===== config.mk =====
export PLATFORM = sky130hd
export DESIGN_NAME = ghash_nibble_mul
export DESIGN_NICKNAME = d
export VERILOG_FILES = /design/src/rtl/ghash_nibble_mul.sv
export SDC_FILE = /design/constraint.sdc
export NUM_CORES = 2
export LEC_CHECK = 0
export BUFFER_PORTS_ARGS = -buffer_cell sky130_fd_sc_hd__buf_2
export CAP_MARGIN = 0
export CORE_ASPECT_RATIO = 1.25
export CORE_MARGIN = 2
export CORE_UTILIZATION = 45
export DETAILED_ROUTE_END_ITERATION = 16
export SETUP_SLACK_MARGIN = 0.02
export SLEW_MARGIN = 20
export SYNTH_ARGS = -nofsm -noshare
export SYNTH_HDL_FRONTEND = slang
export SYNTH_SLANG_ARGS = --single-unit

===== constraint.sdc =====
create_clock -name clk -period 12.2 [get_ports clk]
set_input_delay 0.61 -clock clk [delete_from_list [all_inputs] [get_ports clk]]
set_output_delay 0.61 -clock clk [all_outputs]
set_load 0.02 [all_outputs]

===== src/rtl/ghash_nibble_mul.sv =====
module ghash_nibble_mul (
  input  logic         clk,
  input  logic         rst,
  input  logic         tbl_we,
  input  logic [3:0]   tbl_addr,
  input  logic [127:0] tbl_data,
  input  logic         start,
  input  logic         absorb,
  input  logic [127:0] blk,
  output logic         busy,
  output logic         done,
  output logic [127:0] acc
);
  localparam int STEPS = 32;
  localparam logic [4:0] LAST = 5'(STEPS - 1);

  logic [127:0] kmul [16];
  logic [127:0] z, x;
  logic [4:0]   cnt;

  function automatic logic [15:0] fold(input logic [3:0] r);
    case (r)
      4'h0: fold = 16'h0000; 4'h1: fold = 16'h1C20;
      4'h2: fold = 16'h3840; 4'h3: fold = 16'h2460;
      4'h4: fold = 16'h7080; 4'h5: fold = 16'h6CA0;
      4'h6: fold = 16'h48C0; 4'h7: fold = 16'h54E0;
      4'h8: fold = 16'hE100; 4'h9: fold = 16'hFD20;
      4'hA: fold = 16'hD940; 4'hB: fold = 16'hC560;
      4'hC: fold = 16'h9180; 4'hD: fold = 16'h8DA0;
      4'hE: fold = 16'hA9C0; default: fold = 16'hB5E0;
    endcase
  endfunction

  wire [127:0] reduced = (z >> 4) ^ {fold(z[3:0]), 112'b0};
  wire [127:0] z_next  = ((cnt == 5'd0) ? 128'b0 : reduced) ^ kmul[x[3:0]];

  assign acc = z;

  always_ff @(posedge clk) begin
    if (tbl_we && !busy) kmul[tbl_addr] <= tbl_data;
  end

  always_ff @(posedge clk) begin
    if (rst) begin
      z    <= '0;
      x    <= '0;
      cnt  <= '0;
      busy <= 1'b0;
      done <= 1'b0;
    end else begin
      done <= 1'b0;
      if (!busy) begin
        if (start) begin
          x    <= z ^ (absorb ? blk : 128'b0);
          cnt  <= '0;
          busy <= 1'b1;
        end
      end else begin
        z   <= z_next;
        x   <= x >> 4;
        cnt <= cnt + 5'd1;
        if (cnt == LAST) begin
          busy <= 1'b0;
          done <= 1'b1;
        end
      end
    end
  end

  assert_done_pulse_R4: assert property (@(posedge clk) disable iff (rst)
    done |=> !done);
  assert_done_ends_busy_R4: assert property (@(posedge clk) disable iff (rst)
    done |-> ($past(busy) && !busy));
  assert_start_engages_R4: assert property (@(posedge clk) disable iff (rst)
    (start && !busy) |=> busy);
  assert_acc_hold_R7: assert property (@(posedge clk) disable iff (rst)
    (!busy && !start) |=> $stable(acc));
  assert_busy_holds_R7: assert property (@(posedge clk) disable iff (rst)
    (busy && cnt != LAST) |=> (busy && !done));
endmodule


Word level (Yosys, flattened, before mapping) --
Memory sizes are Yosys's and may differ from the RTL's. A register that Yosys moved wholly into a read port is not among the register bits. Index checks and enable logic that the tools add are counted.
Storage, ports and cells: register bits 263, bits in writable memories 2048, memory bits (read-only) 160, input bits 265, output and inout bits 130, word-level logic and storage cells 36, memories kept 2
Memories:
- kmul | depth 16, width 128, rd ports 1, clocked after memory_dff 1, wr ports 1, line 17 | logic [127:0] kmul [16];
- (no name shown) | depth 16, width 10, rd ports 1, clocked after memory_dff 1, wr ports 0, line 22 | case (r)
Cells by class: add/sub/neg operators 1, equal/unequal tests 1, multiplexer cells 16, bitwise logic cells 4, reductions and logical operators 6
Operator list (count):
- two-way mux 128 bit | 2
- XOR 128 bit | 2
- two-way mux 124 bit | 2
- XOR 124 x 128 -> 128 bit | 1
- two-way mux 4 bit | 4
- two-way mux 5 bit | 2
- two-way mux 1 bit | 6
- adder 5 x 1 -> 5 bit (second input constant) | 1
- equality test 5 bit (second input constant) | 1
- logical NOT 5 bit | 1
- OR reduction 2 bit | 2
- nonzero test 2 bit | 1
- logical AND 1 bit | 1
- logical NOT 1 bit | 1
- NOT 1 bit | 1

Depth between registers and ports, before layout --
word-level depth 6, gate-level depth with buffers 10, mapped depth without buffers 8

Worst setup path before layout --
No wires, ideal clock.
path type register to register, start register busy, end memory kmul[12][0] (enable), setup time 774 ps, arrival 9925 ps, required time 11426 ps, setup slack 1502 ps, cell stages (with the launch flop) 6, buffers on the path 3, period minus slack after synthesis 10698 ps, cells stage by stage dfxtp_1 > clkbuf_1 > buf_1 > clkbuf_1 > nand4b_1 > nor3_1
Between the ends: cells in the longest elaborated chain, start to end 4
Ends and longest elaborated chain:
- from (decl) | line 10 | output logic busy,
- from (signal assigned) | line 48 | busy <= 1'b0;
- from (signal assigned) | line 56 | busy <= 1'b1;
- from (signal assigned) | line 63 | busy <= 1'b0;
- logical NOT 1 bit
- logical AND 1 bit | line 40 | if (tbl_we && !busy) kmul[tbl_addr] <= tbl_data;
- two-way mux 1 bit | line 40
- two-way mux 1 bit (implied by the code) | line 40
- to (decl) | line 17
Every way passes these cells.

Worst setup path after layout --
start register busy, end memory kmul[3][88] (enable)
Same word-level chain as after synthesis.

==> results.json <==
{
  "slew_viol_final": 0,
  "grt_max_degree": 202,
  "p_leak_nw": 32.73,
  "cts_resized": 0,
  "cp.required_ns": 12.70,
  "period_share_pct": 40.01,
  "slew_headroom_pct": 22.31,
  "ys_warn_count": 0,
  "grt-ovfl-total": 0,
  "synth_edf_count": 2048,
  "first_pass_iters": 5,
  "area_growth_pct": 12.89,
  "ys.flop_type": "edfxtp_1",
  "criticalPathCategory": "flop to flop",
  "syn_area_per_cell_um2": 18.77,
  "cts_max_level": 4,
  "dr_total_vias": 46950,
  "cts_buffers": 218,
  "ys_seq_area_share_pct": 73.26,
  "synthCells": 4874,
  "fin_skew_ns": 0.06069,
  "clock.fmax_mhz": 204.9,
  "hold_slack_ns": 0.08422,
  "cts_tree": "yes",
  "layout.nets": 5413,
  "maxCapViolations": 0,
  "grt_pass1_wl_mm": 342.0,
  "fin_tns_setup_ns": 0,
  "rsz0062_at_grt": "false",
  "die_area_um2": 206900,
  "std_cell_rows": 185,
  "cp-start-kind": "flop",
  "hp-class": "input pin to flop",
  "finish.instance_area_um2": 103300,
  "port-buffer-count": 394,
  "clk_pin_slew_worst_paths_ns": 0.07,
  "initial_core_util_pct": 45.16,
  "antenna_left": 0,
  "grt_pass1_vias": 47280,
  "p_per_area_nw_per_um2": 167.3,
  "die_x_um": 407.2,
  "cp_max_fo": 43,
  "hold_viol": 0,
  "place_ws_ns": 7.318,
  "fp.dieH_um": 508.0,
  "cts_root_buffer": "clkbuf_16",
  "irDropWorstVdd_uv": 169.5,
  "synthTopCellsByArea": "edfxtp_1, mux4_2, dfxtp_1",
  "drt_iter0_markers": 5323,
  "setup_viol": 0,
  "cts.sinks": 2323,
  "drive_gt1_share_pct": 26.90,
  "fillers": 16330,
  "antenna_found_initial": 82,
  "syn_area_um2": 91460,
  "syn_nets": 5142,
  "num_io_pins": 395,
  "clkLatencyLatePin_ns": 0.88,
  "async_flop_share_pct": 0,
  "viasPerCell": 5.813,
  "power_mw": 17.28,
  "outcome": "complete, no violations",
  "yosys-top-cells-count": "edfxtp_1, mux4_2, nor2_1",
  "synth.distinct_cells": 32,
  "dp_hpwl_mm": 131.3,
  "clock_path_buffers": 3,
  "coreArea_um2": 202500,
  "grt_usage_pct": 23.10,
  "drt_wl_total_mm": 239.1,
  "crit_path_end_kind": "flop",
  "yosys.area.top_type": "edfxtp_1",
  "arrival_ns": 5.38,
  "netlist.area_leader.share_pct": 67.24,
  "routabilityCongestion": 0.7505,
  "worst_pin_slew_ns": 1.161,
  "ctsHoldBuffers": 0,
  "final.setup.worst_slack_ns": 7.319,
  "synth_most_common_cell": "edfxtp_1",
  "wl_per_cell_um": 29.60,
  "cts_setup_buffers": 0,
  "dpl_cell_area_um2": 95730,
  "synth-seq-cells": 2323,
  "drc": 0,
  "period_needed_ns": 4.881
}
metal layers:
layer,GRT usage (%),vias to the layer above,part of all wire (%)
li1,-,19830,-
met1,33.54,24920,43
met2,35.17,1802,46
met3,6.083,338,9.5
met4,5.241,60,1.8
met5,0,-,0.16
worst paths after layout:
| kind | slack [ns] | to | start | depth (start not counted) |
|---|---|---|---|---|
| worst max-delay path | 7.32 | kmul[3][88]$_DFFE_PP_ | busy$_SDFF_PP0_ | 6 |
| worst max register to register | 7.32 | kmul[3][88]$_DFFE_PP_ | busy$_SDFF_PP0_ | 6 |
| worst min register to register | 0.48 | x[104]$_SDFFE_PP0N_ | x[108]$_SDFFE_PP0N_ | 2 |
| worst min-delay path | 0.08 | kmul[11][82]$_DFFE_PP_ | tbl_data[82] | 1 |
cells in the final DEF, fill, tap and decap left out, types with 7 or more instances in the layout:
cell / Yosys / routed
mux4_2: 585 / 585
bufinv_16: 0 / 21
clkinv_1: 0 / 19
clkbuf_1: 199 / 43
clkbuf_16: 0 / 219
nor2_4: 0 / 12
buf_4: 122 / 58
dfxtp_1: 275 / 270
a21oi_1: 176 / 176
clkinv_2: 0 / 51
xor2_1: 265 / 265
mux2i_1: 52 / 52
buf_12: 0 / 20
clkinv_16: 0 / 9
buf_2: 41 / 391
a211oi_1: 304 / 304
nand2_1: 258 / 258
clkinvlp_4: 0 / 7
nor2b_1: 51 / 51
diode_2: 0 / 28
edfxtp_1: 2048 / 2048
nor2_1: 399 / 387
clkbuf_8: 0 / 27
report_power, final:
group / leakage, nW / switching [mW] / total (mW) / internal [mW]
logic: 8.33 / 0.777 / 1.33 / 0.550
registers: 20.7 / 0.181 / 8.97 / 8.79
clock network: 3.65 / 3.03 / 6.98 / 3.95
logic make-up after synthesis:
family | count (synthesis) | share of synthesized area [%]
xor gates and xnor gates | 269 | 2.576
and+or+nand+nor | 723 | 3.155
buffers and inverters | 424 | 2.305
AOI/OAI and AO/OA | 491 | 3.576
muxes | 641 | 15.09
DFF | 2323 | 73.26
adders and majority gates | 3 | 0.04104
through the flow:
step                utilization (%)  cells
global placement              47.26   7636
CTS                           50.94   8049
global route                  50.95   8053
finish                        50.98   8077
floorplan                         -   4874
detailed placement            47.26   7636
flip-flops by register name, summed over array words and instances (netlist names), named ones only:
name     count
kmul      2048
x          128
busy         1
done         1
reduced      4
cnt          5
acc        128
cell type report:
| class | instances | area [µm²] | area share [%] |
|---|---|---|---|
| multi-input cells | 2127 | 22460 | 21.76 |
| repair buffers | 473 | 2845 | 2.756 |
| clock inverters | 119 | 1415 | 1.371 |
| diodes | 28 | 70.07 | 0.06786 |
| flip-flops and latches | 2323 | 67020 | 64.91 |
| inverters | 2 | 7.507 | 0.007271 |
| well taps | 2711 | 3392 | 3.285 |
| clock buffers | 294 | 6038 | 5.848 |
critical path, stage by stage (launching register included):
cell      delay, ns
dfxtp_4        0.50
nand2b_1       0.25
or3_1          0.56
nor2_4         0.63
buf_4          0.80
buf_4          0.87
buf_4          0.71
Power figures use the tool's default switching activity.
